==> src/rtl/lpg_pkg.sv <==
package lpg_pkg;
    typedef enum logic [1:0] {
        MC_EMPTY = 2'd0,
        MC_ARMED = 2'd1,
        MC_RAISE = 2'd2,
        MC_HELD  = 2'd3
    } mc_state_e;
endpackage

==> src/rtl/lpg_lane_parity.sv <==
module lpg_lane_parity #(
    parameter int LANES  = 8,
    parameter int LANE_W = 8,
    localparam int DW    = LANES * LANE_W
) (
    input  logic [DW-1:0]    rd_data,
    input  logic [LANES-1:0] rd_par,
    input  logic [LANES-1:0] byte_en,
    input  logic [DW-1:0]    wr_data,
    output logic [LANES-1:0] lane_bad,
    output logic [LANES-1:0] wr_par
);
    for (genvar n = 0; n < LANES; n++) begin : g_lane
        // odd weight over lane plus its bit, counted only when enabled
        assign lane_bad[n] = byte_en[n] & (^{rd_data[n*LANE_W +: LANE_W], rd_par[n]});
        assign wr_par[n]   = ^wr_data[n*LANE_W +: LANE_W];
    end
endmodule

==> src/rtl/lpg_sense_stage.sv <==
module lpg_sense_stage #(
    parameter int LANES  = 8,
    parameter int ADDR_W = 32,
    parameter int CTRL_W = 4
) (
    input  logic              clk,
    input  logic              rst_n,
    input  logic [LANES-1:0]  lane_bad,
    input  logic [LANES-1:0]  byte_en,
    input  logic              rdy,
    input  logic              rd_cycle,
    input  logic              cyc_last,
    input  logic              par_en,
    input  logic              bus_chk,
    input  logic [ADDR_W-1:0] addr,
    input  logic [CTRL_W-1:0] ctrl,
    output logic              capture,
    output logic              cyc_end,
    output logic [ADDR_W-1:0] s1_addr,
    output logic [CTRL_W-1:0] s1_ctrl,
    output logic              par_err
);
    logic s1_perr;
    logic s1_pen;
    logic s1_bchk;

    always_ff @(posedge clk) begin
        if (!rst_n) begin
            s1_perr <= 1'b0;
            s1_pen  <= 1'b0;
            s1_bchk <= 1'b0;
            cyc_end <= 1'b0;
            s1_addr <= '0;
            s1_ctrl <= '0;
            par_err <= 1'b0;
        end else begin
            s1_perr <= rdy && rd_cycle && (|lane_bad);
            s1_pen  <= par_en;
            s1_bchk <= bus_chk;
            cyc_end <= rdy && cyc_last;
            s1_addr <= addr;
            s1_ctrl <= ctrl;
            par_err <= s1_perr;
        end
    end

    assign capture = (s1_perr && s1_pen) || s1_bchk;


    property p_err_from_read;
        @(posedge clk) disable iff (!rst_n) par_err |-> $past(rdy && rd_cycle, 2);
    endproperty
    err_needs_read_chk: assert property (p_err_from_read);


    property p_err_needs_lane;
        @(posedge clk) disable iff (!rst_n) par_err |-> ($past(byte_en, 2) != '0);
    endproperty
    err_needs_lane_chk: assert property (p_err_needs_lane);
endmodule

==> src/rtl/lpg_mc_fsm.sv <==
module lpg_mc_fsm
    import lpg_pkg::*;
#(
    parameter int ADDR_W = 32,
    parameter int CTRL_W = 4
) (
    input  logic              clk,
    input  logic              rst_n,
    input  logic              capture,
    input  logic              cyc_end,
    input  logic              mce_en,
    input  logic              clear,
    input  logic [ADDR_W-1:0] addr,
    input  logic [CTRL_W-1:0] ctrl,
    output logic              mc_valid,
    output logic [ADDR_W-1:0] mc_addr,
    output logic [CTRL_W-1:0] mc_ctrl,
    output logic              mce_req
);
    mc_state_e state, state_nx;

    always_ff @(posedge clk) begin
        if (!rst_n) state <= MC_EMPTY;
        else        state <= state_nx;
    end

    always_comb begin
        state_nx = state;
        unique case (state)
            MC_EMPTY: begin
                if (capture) begin
                    if (!mce_en)      state_nx = MC_HELD;
                    else if (cyc_end) state_nx = MC_RAISE;
                    else              state_nx = MC_ARMED;
                end
            end
            MC_ARMED: if (cyc_end) state_nx = MC_RAISE;
            MC_RAISE: state_nx = MC_HELD;
            MC_HELD:  state_nx = MC_HELD;
            default:  state_nx = MC_EMPTY;
        endcase
        if (clear) state_nx = MC_EMPTY;
    end

    always_ff @(posedge clk) begin
        if (!rst_n) begin
            mc_addr <= '0;
            mc_ctrl <= '0;
        end else if (state == MC_EMPTY && capture && !clear) begin
            mc_addr <= addr;
            mc_ctrl <= ctrl;
        end
    end

    always_comb begin
        mc_valid = (state != MC_EMPTY);
        mce_req  = (state == MC_RAISE);
    end


    property p_record_kept;
        @(posedge clk) disable iff (!rst_n)
            (mc_valid && $past(mc_valid)) |-> ($stable(mc_addr) && $stable(mc_ctrl));
    endproperty
    record_kept_chk: assert property (p_record_kept);


    property p_clear_empties;
        @(posedge clk) disable iff (!rst_n) clear |=> !mc_valid;
    endproperty
    clear_empties_chk: assert property (p_clear_empties);


    property p_req_single;
        @(posedge clk) disable iff (!rst_n) mce_req |=> !mce_req;
    endproperty
    req_single_chk: assert property (p_req_single);
endmodule

==> src/rtl/lane_parity_guard.sv <==
module lane_parity_guard #(
    parameter int LANES  = 8,
    parameter int LANE_W = 8,
    parameter int ADDR_W = 32,
    parameter int CTRL_W = 4,
    localparam int DW    = LANES * LANE_W
) (
    input  logic              clk,
    input  logic              rst_n,
    input  logic [DW-1:0]     rd_data_i,
    input  logic [LANES-1:0]  rd_par_i,
    input  logic [LANES-1:0]  byte_en_i,
    input  logic              rdy_i,
    input  logic              rd_cycle_i,
    input  logic              cyc_last_i,
    input  logic [ADDR_W-1:0] cyc_addr_i,
    input  logic [CTRL_W-1:0] cyc_ctrl_i,
    input  logic              par_en_i,
    input  logic              bus_chk_i,
    input  logic              mce_en_i,
    input  logic              mc_clear_i,
    input  logic [DW-1:0]     wr_data_i,
    output logic [LANES-1:0]  wr_par_o,
    output logic              par_err_o,
    output logic              mc_valid_o,
    output logic [ADDR_W-1:0] mc_addr_o,
    output logic [CTRL_W-1:0] mc_ctrl_o,
    output logic              mce_req_o
);
    logic [LANES-1:0]  lane_bad;
    logic              capture;
    logic              cyc_end;
    logic [ADDR_W-1:0] s1_addr;
    logic [CTRL_W-1:0] s1_ctrl;

    lpg_lane_parity #(.LANES(LANES), .LANE_W(LANE_W)) u_lanes (
        .rd_data (rd_data_i),
        .rd_par  (rd_par_i),
        .byte_en (byte_en_i),
        .wr_data (wr_data_i),
        .lane_bad(lane_bad),
        .wr_par  (wr_par_o)
    );

    lpg_sense_stage #(.LANES(LANES), .ADDR_W(ADDR_W), .CTRL_W(CTRL_W)) u_sense (
        .clk     (clk),
        .rst_n   (rst_n),
        .lane_bad(lane_bad),
        .byte_en (byte_en_i),
        .rdy     (rdy_i),
        .rd_cycle(rd_cycle_i),
        .cyc_last(cyc_last_i),
        .par_en  (par_en_i),
        .bus_chk (bus_chk_i),
        .addr    (cyc_addr_i),
        .ctrl    (cyc_ctrl_i),
        .capture (capture),
        .cyc_end (cyc_end),
        .s1_addr (s1_addr),
        .s1_ctrl (s1_ctrl),
        .par_err (par_err_o)
    );

    lpg_mc_fsm #(.ADDR_W(ADDR_W), .CTRL_W(CTRL_W)) u_mc (
        .clk     (clk),
        .rst_n   (rst_n),
        .capture (capture),
        .cyc_end (cyc_end),
        .mce_en  (mce_en_i),
        .clear   (mc_clear_i),
        .addr    (s1_addr),
        .ctrl    (s1_ctrl),
        .mc_valid(mc_valid_o),
        .mc_addr (mc_addr_o),
        .mc_ctrl (mc_ctrl_o),
        .mce_req (mce_req_o)
    );
endmodule

==> config.mk <==
export PLATFORM = sky130hd
export DESIGN_NAME = lane_parity_guard
export DESIGN_NICKNAME = d
export VERILOG_FILES = /design/src/rtl/lpg_pkg.sv /design/src/rtl/lpg_lane_parity.sv /design/src/rtl/lpg_sense_stage.sv /design/src/rtl/lpg_mc_fsm.sv /design/src/rtl/lane_parity_guard.sv
export SDC_FILE = /design/constraint.sdc
export NUM_CORES = 1
export LEC_CHECK = 0
export BUFFER_PORTS_ARGS = -buffer_cell sky130_fd_sc_hd__buf_4
export CAP_MARGIN = 20
export CORE_MARGIN = 2
export CORE_UTILIZATION = 25
export CTS_CLUSTER_DIAMETER = 40
export DETAILED_ROUTE_END_ITERATION = 8
export PLACE_DENSITY_LB_ADDON = 0.25
export SYNTH_ARGS = -nofsm -noshare
export SYNTH_HDL_FRONTEND = slang
export SYNTH_HIERARCHICAL = 1
export SYNTH_SLANG_ARGS = --single-unit
==> constraint.sdc <==
create_clock -name clk -period 1.4 [get_ports clk]
set_clock_uncertainty 0.05 [all_clocks]
set_input_delay 0.28 -clock clk [delete_from_list [all_inputs] [get_ports clk]]
set_output_delay 0.28 -clock clk [all_outputs]
set_load 0.02 [all_outputs]
# After elaboration in Yosys (flattened, before gate mapping)
# Cells that the tools add are included.
[word_totals] regBits=79 inputBits=189 output_inout_bits=47 wordCells=59
[classes] eq_ne=5 muxes=5 bitwise_logic=9 reduce_logical=30
[ops] operator="9-bit parity" n=8
[ops] operator="8-bit parity" n=8
[ops] operator="1-bit AND" n=8
[ops] operator="2-bit 2-to-1 mux" n=4
[ops] operator="8-bit OR reduction" n=1
[ops] operator="1-bit logical AND" n=6
[ops] operator="2-bit one-hot mux with 3 select lines" n=1
[ops] operator="2-bit equality test (second input constant)" n=2
[ops] operator="2-bit OR reduction" n=2
[ops] operator="2-bit by 1-bit equality test with 1-bit output (second input constant)" n=1
[ops] operator="2-bit zero test" n=1
[ops] operator="2-bit by 1-bit inequality test with 1-bit output (second input constant)" n=1
[ops] operator="2-bit inequality test (second input constant)" n=1
[ops] operator="2-bit AND reduction" n=1
[ops] operator="2-bit nonzero test" n=1
[ops] operator="1-bit zero test" n=1
[ops] operator="1-bit logical OR" n=1
[ops] operator="1-bit inverter" n=1

# Longest topological paths before layout
# Gate-level depths: netlist (run 1).
[depth] ltp_word=4 mapped_depth=5 depth_no_buf=5

# Cells and area by module
# The synthesis (run 1) kept the hierarchy.
[modules_own_cells] mod="lpg_mc_fsm" n_inst=1 cells_per_inst=167 area_each_um2=1610.3 seq_area_each_um2=760.7
[modules_own_cells] mod="lpg_lane_parity" n_inst=1 cells_per_inst=128 area_each_um2=1251.2 seq_area_each_um2=0.0
[modules_own_cells] mod="lpg_sense_stage" n_inst=1 cells_per_inst=90 area_each_um2=1142.3 seq_area_each_um2=820.8

# Worst setup path after synthesis (run 1)
# No wires, ideal clock.
[synth_path] path_kind="in2reg" start="input port rd_data_i[12]" end="register u_sense.s1_perr" setup_ns=0.127 t_arrival_ns=1.268 t_required_ns=1.223 setup_slack_ns=-0.045 stages=5 path_buffers=0 cell_sequence="xor2_1 xnor3_1 mux2i_1 nor4_1 a21oi_1"
[synth_via] elab_chain_cells=4
[synth_rtl] item="from (decl)" line="lane_parity_guard.sv:10" text="input logic [DW-1:0] rd_data_i,"
[synth_rtl] item="9-bit parity" line="lpg_lane_parity.sv:15" text="assign lane_bad[n] = byte_en[n] & (^{rd_data[n*LANE_W +: LANE_W], rd_par[n]});"
[synth_rtl] item="1-bit AND" line="lpg_lane_parity.sv:15"
[synth_rtl] item="net lane_bad[1]" line="lane_parity_guard.sv:30" text="logic [LANES-1:0] lane_bad;"
[synth_rtl] item="8-bit OR reduction" line="lpg_sense_stage.sv:37" text="s1_perr <= rdy && rd_cycle && (|lane_bad);"
[synth_rtl] item="1-bit logical AND" line="lpg_sense_stage.sv:37"
[synth_rtl] item="to (signal assigned)" line="lpg_sense_stage.sv:37"
[synth_rtl] item="to (decl)" line="lpg_sense_stage.sv:23" text="logic s1_perr;"
# The timed path passes the listed nets, and every way through them passes these cells.
# A chain may end at the register's enable or synchronous reset.

# Worst setup path after layout (run 1)
[layout_path] start="register u_sense.s1_perr" end="register u_mc.mc_addr[3]"
[layout_via] elab_chain_cells=4
[layout_rtl] item="1-bit logical AND" line="lpg_sense_stage.sv:47" text="assign capture = (s1_perr && s1_pen) || s1_bchk;"
[layout_rtl] item="1-bit logical OR" line="lpg_sense_stage.sv:47"
[layout_rtl] item="net capture" line="lane_parity_guard.sv:31" text="logic capture;"
[layout_rtl] item="1-bit logical AND (2 in series)" line="lpg_mc_fsm.sv:49" text="end else if (state == MC_EMPTY && capture && !clear) begin"
[layout_rtl] item="to (signal assigned)" line="lpg_mc_fsm.sv:50" text="mc_addr <= addr;"
[layout_rtl] item="to (decl)" line="lpg_mc_fsm.sv:16" text="output logic [ADDR_W-1:0] mc_addr,"
# The timed path passes the listed nets, and every way through them passes these cells.

==> implementation parameters, run 1 <==
Parameter                              Value

Timing
  Slew of the pin with the lowest slew margin ... 0.286 ns
  Slew Limit Headroom ... 80.8%
  Final setup violation count ... 2
  Worst-case setup margin in the final layout ... -0.00760 ns
  Final hold violations ... 0
  Max frequency ... 0.710 GHz
  Portion of the clock cycle consumed by the worst path in the final layout ... 101%
  Final period demand of the worst path ... 1.41 ns
  Max Transition Viols Final ... 0
  Setup repair after global routing missed its margin ... true

Placed design
  Routability Congestion ... 0.736
  Total half-perimeter wirelength after legalization and detailed placement ... 8140 um
  Count of buffers from port buffering ... 235
  Post-place setup slack ... -0.363 ns

Synthesis
  Net count after synthesis ... 574
  Number of enable-type register cells in the synthesized netlist ... 0
  Yosys warns ... 6
  Most numerous cell in the Yosys netlist ... sky130_fd_sc_hd__nand2_1
  Most used standard cells in the synthesized netlist ... 80 x sky130_fd_sc_hd__nand2_1, 79 x sky130_fd_sc_hd__dfxtp_1, 64 x sky130_fd_sc_hd__xnor2_1
  Most used flip-flop cell after synthesis ... sky130_fd_sc_hd__dfxtp_1
  Share of the synthesized area in the top cell type ... 39.5%
  Count of distinct cell types in the synthesized netlist ... 27
  Post-synthesis average cell area ... 10.4 um^2
  Post-synthesis sequential element count ... 79
  Leading area contributor after synthesis ... sky130_fd_sc_hd__dfxtp_1
  Largest cells by area after synthesis ... sky130_fd_sc_hd__dfxtp_1 40%, sky130_fd_sc_hd__xnor2_1 14%, sky130_fd_sc_hd__mux2i_1 11%, sky130_fd_sc_hd__xnor3_1 9.0%, sky130_fd_sc_hd__nand2_1 7.5%
  Proportion of register bits with asynchronous set or reset after synthesis ... 0%
  Cell count after synthesis ... 385
  Sequential element share of the synthesized area ... 39.5%
  Combined area of all synthesized cells ... 0.00400 mm^2

Clocking
  Clock tree from TritonCTS ... built
  Maximum buffer depth of the clock tree ... 2
  Number of buffers created by CTS ... 9
  Number of H-tree levels ... 3
  Total clock sinks ... 79
  Buffer cell driving the clock tree root ... sky130_fd_sc_hd__clkbuf_16
  Clock latency on the worst-skew pair ... 0.34 ns
  Number of buffers inserted for hold repair after clock tree synthesis ... 0
  Clock transition time at the flip-flop clock pins of the worst setup and hold paths ... 0.05 ns

Floorplan
  Standard-cell rows ... 46
  Core ar. ... 0.0158 mm^2
  Initial standard-cell utilization of the core ... 25.4%
  Number of top-level pins ... 236
  Floorplan die area ... 0.0170 mm^2
  Die W ... 131 um
  Y dimension of the die ... 131 um

Detailed routing
  Detailed-route via count ... 3382
  Wirelength per Cell ... 13.0 um
  Number of nets with antenna violations after routing ... 0
  Total wire length ... 11000 um
  Per-cell via count in the routed design ... 4.00
  Post-route DRC ... 0
  DR pass1 iterations ... 4
  Drt first-iter violations ... 84

Min path
  Min-delay worst type ... in2reg
  Worst Hold Path Cells ... 2

Setup path
  Slowest library cell on the worst path ... sky130_fd_sc_hd__dfxtp_2
  WP data arrival ... 1.61 ns
  Type of element capturing the critical path ... register
  Worst-path cell chain ... a21o_1 > nor4b_4 > buf_4 > buf_12 > mux2i_1
  Critical path fanouts, max ... 9
  Largest incremental delay on the critical path ... 0.33 ns
  Worst R2R Path Depth ... 5
  Required arrival time at the worst endpoint ... 1.60 ns
  Critical path class ... reg2reg
  Kind of start point of the critical path ... register

GRT
  Global route overflow ... 0
  Overall global routing resource usage ... 12.3%
  Initial antenna violation count ... 0
  Number of global-route vias before repair ... 3455
  Wire length of the first global-routing pass ... 15900 um
  Pin count of the biggest net entering global routing ... 36

Outcome
  Outcome ... finished, violations left
  Failing checks ... negative setup slack

Final layout
  Number of inserted diodes ... 0
  Layout-stage area growth over the synthesis result ... 70.6%
  # nets final ... 815
  Layout cell share with drive strength beyond 1 ... 49.0%
  End-of-flow core utilization ... 43.3%

Flow run
  Number of violations of the max-capacitance limit ... 0

Power and ir drop
  PD cells ... 1030 mW/mm^2
  Static Leakage ... 3.18 nW
  Peak supply drop ... 0.563 mV
[worst paths after layout]
check / start / to / slack [ns]
worst min register to register: u_sense/cyc_end / u_mc/state[0] / 0.37
worst max-delay path: u_sense/s1_perr / u_mc/mc_addr[3] / -0.008
worst max register to register: u_sense/s1_perr / u_mc/mc_addr[3] / -0.008
worst min-delay path: cyc_addr_i[24] / u_sense/s1_addr[24] / 0.1
[through the flow]
stage	instances	hold WS [ns]	cell area, um^2	TNS [ns]	total power, W
after global placement	826	0.375	5980	-0.452	0.00412
final	846	0.0983	6830	-0.0106	0.00700
after global routing	846	0.0845	6830	-1.61	0.00732
after floorplan	385	0.340	4020	-0.0350	0.00339
after detailed placement	826	0.383	5980	-1.27	0.00415
after CTS	845	0.0794	6460	-0.0834	0.00697
[critical path: cells and delay by family (launching register included)]
family,cells,cell delay [ns]
and+or+nand+nor,1,0.21
DFF,1,0.33
muxes,1,0.21
AOI/OAI and AO/OA,1,0.15
buffers and inverters,2,0.37
[placed cells by master (no fill, tap or decap), drive strengths merged]
cell type and count:
dfxtp 79, or2 9, o21ba 1, and2 39, mux2i 44, xnor2 64
bufinv 3, nor2b 1, xor2 16, nand2b 1, a21o 1, xnor3 16
buf 245, nor4b 1, a211oi 2, a21oi 1, nand3 1, and3 1
clkbuf 13, inv 9, nor4 2, nand2 80, nor3 1
[where the power goes]
group	switching (W)	internal [W]	leakage (nW)
Combinational	0.000746	0.00117	2.36
Sequential	0.0000323	0.00234	0.651
Clock	0.000892	0.00183	0.169
[sequential cells by signal, indices dropped and copies added (netlist names)]
register	cells
u_mc/mc_addr	32
u_sense/s1_addr	32
u_mc/mc_ctrl	4
u_sense/s1_ctrl	4
u_mc/state	2
u_sense/cyc_end	1
u_sense/par_err	1
u_sense/s1_bchk	1
u_sense/s1_pen	1
u_sense/s1_perr	1
[cells by family after synthesis]
kind of cell / after synthesis / share of synthesized area, %
compound gates: 5 / 0.937
buf+inv: 25 / 5.28
flops: 79 / 39.5
simple gates: 136 / 16.8
mux: 44 / 11.0
xor+xnor: 96 / 26.5
[routing by layer]
| metal | track usage, % | routed length [um] | up-vias |
|---|---|---|---|
| met5 | 0 | 0 | - |
| met4 | 6.07 | 256 | 0 |
| met3 | 4.32 | 1030 | 16 |
| met2 | 22.0 | 5690 | 142 |
| met1 | 12.8 | 4060 | 1527 |
| li1 | - | - | 1697 |
[timing repair]
item,CTS,global route
setup endpoints to repair,42,46
gates resized for setup,14,56
setup buffers,2,0
cloned,2,1
pin swaps,5,34
[cell type report]
cell class	count	area (um^2)
Tap cell	216	270
Clock buffer	12	256
Fill cell	1532	8940
Timing Repair Buffer	246	2040
Clock inverter	3	90.1
Multi-Input combinational cell	281	2540
Sequential cell	79	1590
Inverter	9	33.8
Power figures use the tool's default switching activity.
==> run 2: changes to the inputs <==
--- a/config.mk
+++ b/config.mk
@@ -12,6 +12,7 @@
 export CTS_CLUSTER_DIAMETER = 40
 export DETAILED_ROUTE_END_ITERATION = 8
 export PLACE_DENSITY_LB_ADDON = 0.25
+export REMOVE_ABC_BUFFERS = 1
 export SYNTH_ARGS = -nofsm -noshare
 export SYNTH_HDL_FRONTEND = slang
 export SYNTH_HIERARCHICAL = 1
==> implementation parameters, run 2 (same netlist as run 1, synthesis figures left out) <==
Parameter                              Value

Clocking
  Maximum buffer depth of the clock tree ... 2 (unchanged)
  Number of H-tree levels ... 3 (unchanged)
  Number of buffers created by CTS ... 9 (unchanged)
  Total clock sinks ... 79 (unchanged)
  Clock tree from TritonCTS ... built
  Buffer cell driving the clock tree root ... sky130_fd_sc_hd__clkbuf_16
  Clock latency on the worst-skew pair ... 0.33 ns (about the same)
  Clock transition time at the flip-flop clock pins of the worst setup and hold paths ... 0.06 ns (about the same)
  Number of buffers inserted for hold repair after clock tree synthesis ... 0 (unchanged)

Power and ir drop
  PD cells ... 981 mW/mm^2 (-4.3%)
  Static Leakage ... 3.15 nW (-1.0%)
  Peak supply drop ... 0.549 mV (-2.6%)
  Power consumption ... 0.00663 W (-5.3%)

Placed design
  Total half-perimeter wirelength after legalization and detailed placement ... 8020 um (-1.5%)
  Routability Congestion ... 0.774 (+5.1%)
  DP Area ... 0.00596 mm^2 (-0.38%)
  Count of buffers from port buffering ... 235 (unchanged)

Setup path
  WP data arrival ... 1.12 ns (-0.49 ns)
  Cell family contributing the most delay on the critical path ... flip-flops
  Slowest library cell on the worst path ... sky130_fd_sc_hd__dfxtp_2
  Kind of start point of the critical path ... register
  Worst-path cell chain ... buf_6 > or2_1 > buf_6
  Worst Path Buf+Inv ... 2 (unchanged)
  Critical path class ... reg2out
  Type of element capturing the critical path ... output pin
  Critical path fanouts, max ... 3 (-6)
  Cell occurring most often along the worst timing path ... sky130_fd_sc_hd__buf_6
  Required arrival time at the worst endpoint ... 1.07 ns (-0.53 ns)
  Largest incremental delay on the critical path ... 0.34 ns (about the same)

Floorplan
  Core ar. ... 0.0158 mm^2 (unchanged)
  Floorplan die area ... 0.0170 mm^2 (unchanged)
  Standard-cell rows ... 46 (unchanged)
  Y dimension of the die ... 131 um (unchanged)
  Initial standard-cell utilization of the core ... 25.4% (unchanged)
  Number of top-level pins ... 236 (unchanged)
  Die W ... 131 um (unchanged)

GRT
  Number of global-route vias before repair ... 3309 (-4.2%)
  Initial antenna violation count ... 0 (unchanged)
  Pin count of the biggest net entering global routing ... 36 (unchanged)
  Wire length of the first global-routing pass ... 15200 um (-4.3%)
  Global route overflow ... 0 (unchanged)
  Overall global routing resource usage ... 11.5% (-0.82 points)

Final layout
  Leading cell type in the layout, fill and taps excluded ... sky130_fd_sc_hd__buf_4
  Layout fillers ... 1510 (-1.4%)
  Final non-filler cell area ... 0.00676 mm^2 (-1.0%)
  Largest registers in the final layout ... u_mc/mc_addr x32, u_sense/s1_addr x32
  # nets final ... 815 (unchanged)
  Commonest cells after routing, fill and taps aside ... 217 x sky130_fd_sc_hd__buf_4, 80 x sky130_fd_sc_hd__nand2_1, 76 x sky130_fd_sc_hd__dfxtp_1
  End-of-flow core utilization ... 42.9% (-0.44 points)
  Number of inserted diodes ... 0 (unchanged)
  Layout-stage area growth over the synthesis result ... 68.8%
  Layout cell share with drive strength beyond 1 ... 49.3% (+0.24 points)

Detailed routing
  Total wire length ... 11100 um (+0.73%)
  Post-route DRC ... 0 (unchanged)
  Wirelength per Cell ... 13.1 um (+0.61%)
  DR pass1 iterations ... 4 (unchanged)
  Drt first-iter violations ... 37 (-56%)
  Per-cell via count in the routed design ... 3.98 (-0.41%)
  Detailed-route via count ... 3372 (-0.30%)
  Number of nets with antenna violations after routing ... 0 (unchanged)

Timing
  Max frequency ... 0.689 GHz (-3.0%)
  Slew of the pin with the lowest slew margin ... 0.271 ns (-0.0147 ns)
  Slew Limit Headroom ... 81.8% (+0.99 points)
  Final hold violations ... 0 (unchanged)
  Sum of negative setup slack ... -0.0562 ns (-0.0456 ns)
  Worst-case setup margin in the final layout ... -0.0511 ns (-0.0435 ns)
  Final period demand of the worst path ... 1.45 ns (+0.0435 ns)
  Setup repair after global routing missed its margin ... true
  Max Transition Viols Final ... 0 (unchanged)
  Portion of the clock cycle consumed by the worst path in the final layout ... 104% (+3.1 points)
  Final setup violation count ... 2 (unchanged)
  Worst hold slack across all endpoints ... 0.101 ns (+0.00230 ns)

Flow run
  Number of violations of the max-capacitance limit ... 0 (unchanged)

Min path
  Min-delay worst type ... in2reg

Outcome
  Failing checks ... negative setup slack
  Outcome ... finished, violations left
==> run 2: cell count changes in the layout (fill, tap and decap cells not counted), sizes merged <==
cell    before  now
inv          9   13
bufinv       3    1
clkbuf      13   11
clkinv       0    2
buf        245  244
==> run 2: what timing repair did <==
item | CTS | global route
gates resized for setup | 13 | 53
endpoints found under the setup margin | 42 | 47
gates cloned | 1 | 3
setup buffers | 2 | 0
pin swaps | 7 | 34
==> run 2: area by class of cell <==
cell class	count	area [um^2]	area share, %
inverters	9	33.8	0.500
flip-flops and latches	79	1590	23.4
well taps	216	270	4.00
clock inverters	7	77.6	1.15
clock buffers	9	225	3.33
multi-input cells	281	2520	37.3
repair buffers	246	2050	30.3
==> run 2: final timing paths <==
check	start	endpoint	slack, ns	cells past startpoint
worst min-delay path	cyc_addr_i[24]	u_sense/s1_addr[24]	0.10	2
worst min register to register	u_sense/cyc_end	u_mc/state[0]	0.38	1
worst max-delay path	u_mc/state[0]	mc_valid_o	-0.05	3
worst max register to register	u_sense/s1_perr	u_mc/mc_addr[14]	0.02	5
==> run 2: per-stage QoR <==
stage          setup slack, ns  instances
5_1_grt                -0.0869        847
3_3_place_gp            -0.311        825
3_5_place_dp            -0.449        825
4_1_cts                -0.0887        844
2_1_floorplan            -2.36        369
6_report               -0.0511        847
==> run 2: per-layer routing <==
metal	share of wire (%)	track usage (%)	vias up
li1	-	-	1694
met3	9.0	3.58	15
met5	0	0	-
met1	39	12.7	1520
met4	1.6	4.13	0
met2	51	20.6	143
==> run 2: worst register-to-register path: cells and delay by family, from the launching register on <==
family                 cells  cell delay, ns
AO/OA/AOI/OAI              1            0.14
multiplexers               1            0.18
AND/OR/NAND/NOR            1            0.21
flip-flops                 1            0.32
buffers and inverters      2            0.42
==> run 2: power breakdown <==
part	leakage (nW)	internal, W	switching (W)	total, W
Sequential	0.650	0.00234	0.0000319	0.00237
Clock	0.153	0.00141	0.000971	0.00238
Combinational	2.35	0.00115	0.000737	0.00189
==> run 3: changes to the inputs <==
--- a/config.mk
+++ b/config.mk
@@ -7,8 +7,10 @@
 export LEC_CHECK = 0
 export BUFFER_PORTS_ARGS = -buffer_cell sky130_fd_sc_hd__buf_4
 export CAP_MARGIN = 20
+export CELL_PAD_IN_SITES_DETAIL_PLACEMENT = 2
+export CELL_PAD_IN_SITES_GLOBAL_PLACEMENT = 2
 export CORE_MARGIN = 2
-export CORE_UTILIZATION = 25
+export CORE_UTILIZATION = 22
 export CTS_CLUSTER_DIAMETER = 40
 export DETAILED_ROUTE_END_ITERATION = 8
 export PLACE_DENSITY_LB_ADDON = 0.25
==> constraint.sdc (replaced) <==
create_clock -name clk -period 1.4 [get_ports clk]
set_clock_uncertainty 0.05 [all_clocks]
set_input_delay 0.28 -clock clk [delete_from_list [all_inputs] [get_ports clk]]
set_output_delay 0.28 -clock clk [all_outputs]
set_load 0.05 [all_outputs]
==> implementation parameters, run 3 (same netlist as run 1, synthesis figures left out) <==
Parameter                              Value

Final layout
  # nets final ... 819 (+0.49%)
  Largest registers in the final layout ... u_mc/mc_addr x32, u_sense/s1_addr x32
  End-of-flow core utilization ... 39.6% (-3.3 points)
  Commonest cells after routing, fill and taps aside ... 191 x sky130_fd_sc_hd__buf_4, 80 x sky130_fd_sc_hd__nand2_1, 75 x sky130_fd_sc_hd__dfxtp_1
  Number of inserted diodes ... 0 (unchanged)
  Layout cell share with drive strength beyond 1 ... 51.8% (+2.5 points)
  Layout-stage area growth over the synthesis result ... 77.1%
  Final non-filler cell area ... 0.00709 mm^2 (+4.9%)
  Leading cell type in the layout, fill and taps excluded ... sky130_fd_sc_hd__buf_4

Placed design
  Count of buffers from port buffering ... 235 (unchanged)
  Total half-perimeter wirelength after legalization and detailed placement ... 10200 um (+27%)
  Routability Congestion ... 0.812 (+4.9%)
  DP Area ... 0.00599 mm^2 (+0.53%)

Detailed routing
  Wirelength per Cell ... 15.9 um (+21%)
  DR pass1 iterations ... 3 (-1)
  Per-cell via count in the routed design ... 4.07 (+2.3%)
  Drt first-iter violations ... 35 (-5.4%)
  Detailed-route via count ... 3520 (+4.4%)
  Post-route DRC ... 0 (unchanged)
  Total wire length ... 13800 um (+24%)
  Number of nets with antenna violations after routing ... 0 (unchanged)

Floorplan
  Core ar. ... 0.0179 mm^2 (+14%)
  Floorplan die area ... 0.0193 mm^2 (+13%)
  Y dimension of the die ... 139 um (+6.4%)
  Die W ... 139 um (+6.4%)
  Standard-cell rows ... 49 (+6.5%)
  Number of top-level pins ... 236 (unchanged)
  Initial standard-cell utilization of the core ... 22.4% (-3.0 points)

Clocking
  Buffer cell driving the clock tree root ... sky130_fd_sc_hd__clkbuf_16
  Number of buffers created by CTS ... 9 (unchanged)
  Clock latency on the worst-skew pair ... 0.33 ns (about the same)
  Clock tree from TritonCTS ... built
  Clock transition time at the flip-flop clock pins of the worst setup and hold paths ... 0.06 ns (about the same)
  Number of buffers inserted for hold repair after clock tree synthesis ... 0 (unchanged)
  Total clock sinks ... 79 (unchanged)
  Number of H-tree levels ... 3 (unchanged)
  Maximum buffer depth of the clock tree ... 2 (unchanged)

GRT
  Wire length of the first global-routing pass ... 20000 um (+32%)
  Met1 track demand over resource ... 13.3% (+0.64 points)
  Global route overflow ... 0 (unchanged)
  Busiest layer in global routing ... met2
  Pin count of the biggest net entering global routing ... 47 (+31%)
  Met2 layer usage reported by global route ... 25.8% (+5.2 points)
  Met3 usage in global routing ... 3.83% (+0.25 points)
  Initial antenna violation count ... 0 (unchanged)
  Number of global-route vias before repair ... 3932 (+19%)
  Overall global routing resource usage ... 13.0% (+1.6 points)

Power and ir drop
  PD cells ... 1020 mW/mm^2 (+4.3%)
  Static Leakage ... 3.28 nW (+4.1%)
  Peak supply drop ... 0.566 mV (+3.1%)
  Switch share ... 28.4% (+2.2 points)
  Net switching power ... 0.00206 W (+19%)
  Fraction of power consumed by sequential logic ... 32.7% (-3.0 points)
  Internal power consumption ... 0.00519 W (+6.1%)
  Gate power share ... 32.0% (+3.6 points)
  Part of the total power dissipated in the clock network ... 35.3% (-0.5 points)

Timing
  Worst-case setup margin in the final layout ... -0.0830 ns (-0.0319 ns)
  Max frequency ... 0.674 GHz (-2.2%)
  Sum of negative setup slack ... -0.323 ns (-0.267 ns)
  Final period demand of the worst path ... 1.48 ns (+0.0319 ns)
  Max Transition Viols Final ... 0 (unchanged)
  Final hold violations ... 0 (unchanged)
  Portion of the clock cycle consumed by the worst path in the final layout ... 106% (+2.3 points)
  Slew Limit Headroom ... 84.9% (+3.2 points)
  Slew of the pin with the lowest slew margin ... 0.220 ns (-0.0516 ns)
  Setup repair after global routing missed its margin ... true
  Final setup violation count ... 9 (+7)

Setup path
  Cell occurring most often along the worst timing path ... sky130_fd_sc_hd__buf_6
  Worst-path cell chain ... buf_6 > or2_1 > buf_6
  Slowest library cell on the worst path ... sky130_fd_sc_hd__dfxtp_2
  Required arrival time at the worst endpoint ... 1.07 ns (about the same)
  Critical path fanouts, max ... 4 (+1)
  Critical path class ... reg2out
  Type of element capturing the critical path ... output pin
  Kind of start point of the critical path ... register
  Internal reg-to-reg setup slack ... 0.02 ns (about the same)
  WP data arrival ... 1.15 ns (+0.03 ns)
  Largest incremental delay on the critical path ... 0.32 ns (-0.02 ns)

Outcome
  Outcome ... finished, violations left
  Failing checks ... negative setup slack

Flow run
  Number of violations of the max-capacitance limit ... 0 (unchanged)

Min path
  Min-delay worst type ... in2reg
[run 3: repair_timing]
action / 4_1_cts / 5_1_grt
endpoints found under the setup margin: 46 / 45
gates resized for setup: 73 / 42
pin swaps: 49 / 17
buffers inserted: 3 / 1
gates cloned: 0 / 4
[run 3: cell type report]
class / count / area, um^2
sequential: 79 / 1590
timing repair buffer: 250 / 2190
clock inverter: 6 / 90.1
multi-input combinational: 281 / 2670
inverter: 9 / 33.8
tap: 229 / 287
clock buffer: 10 / 239
fill: 1890 / 10800
[run 3: metal layers]
metal / wire length (um) / share of wire (%) / vias up
met5: 0 / 0 / -
met3: 813 / 5.9 / 6
li1: - / - / 1701
met4: 85 / 0.62 / 0
met2: 7780 / 57 / 133
met1: 5080 / 37 / 1680
[run 3: path summary, 6_finish.rpt]
path	start	end	depth (start not counted)
hold reg to reg	u_sense/s1_addr[9]	u_mc/mc_addr[9]	2
setup reg to reg	u_mc/state[0]	u_mc/mc_ctrl[0]	5
hold / removal	cyc_addr_i[14]	u_sense/s1_addr[14]	2
setup / recovery	u_mc/state[0]	mc_valid_o	3
[run 3: metrics by stage]
stage               total power [W]  hold slack [ns]  setup WS (ns)  cells
CTS                         0.00720           0.0932        -0.0934    859
global placement            0.00439            0.376         -0.308    840
detailed placement          0.00445            0.392         -0.333    840
finish                      0.00726            0.105        -0.0830    864
floorplan                   0.00361            0.340          -2.36    369
global route                0.00761           0.0992         -0.121    864
[run 3: power groups by stage]
stage          Combinational [W]  Clock, W  Sequential [W]
2_1_floorplan            0.00111         0         0.00250
3_3_place_gp             0.00197         0         0.00242
3_5_place_dp             0.00203         0         0.00242
4_1_cts                  0.00217   0.00266         0.00237
5_1_grt                  0.00246   0.00276         0.00238
6_report                 0.00232   0.00256         0.00237
[run 3: worst max-delay path: cells and delay by family (launching register included)]
kind / cells / cell delay [ns]
DFF: 1 / 0.32
buffers and inverters: 2 / 0.27
and+or+nand+nor: 1 / 0.23
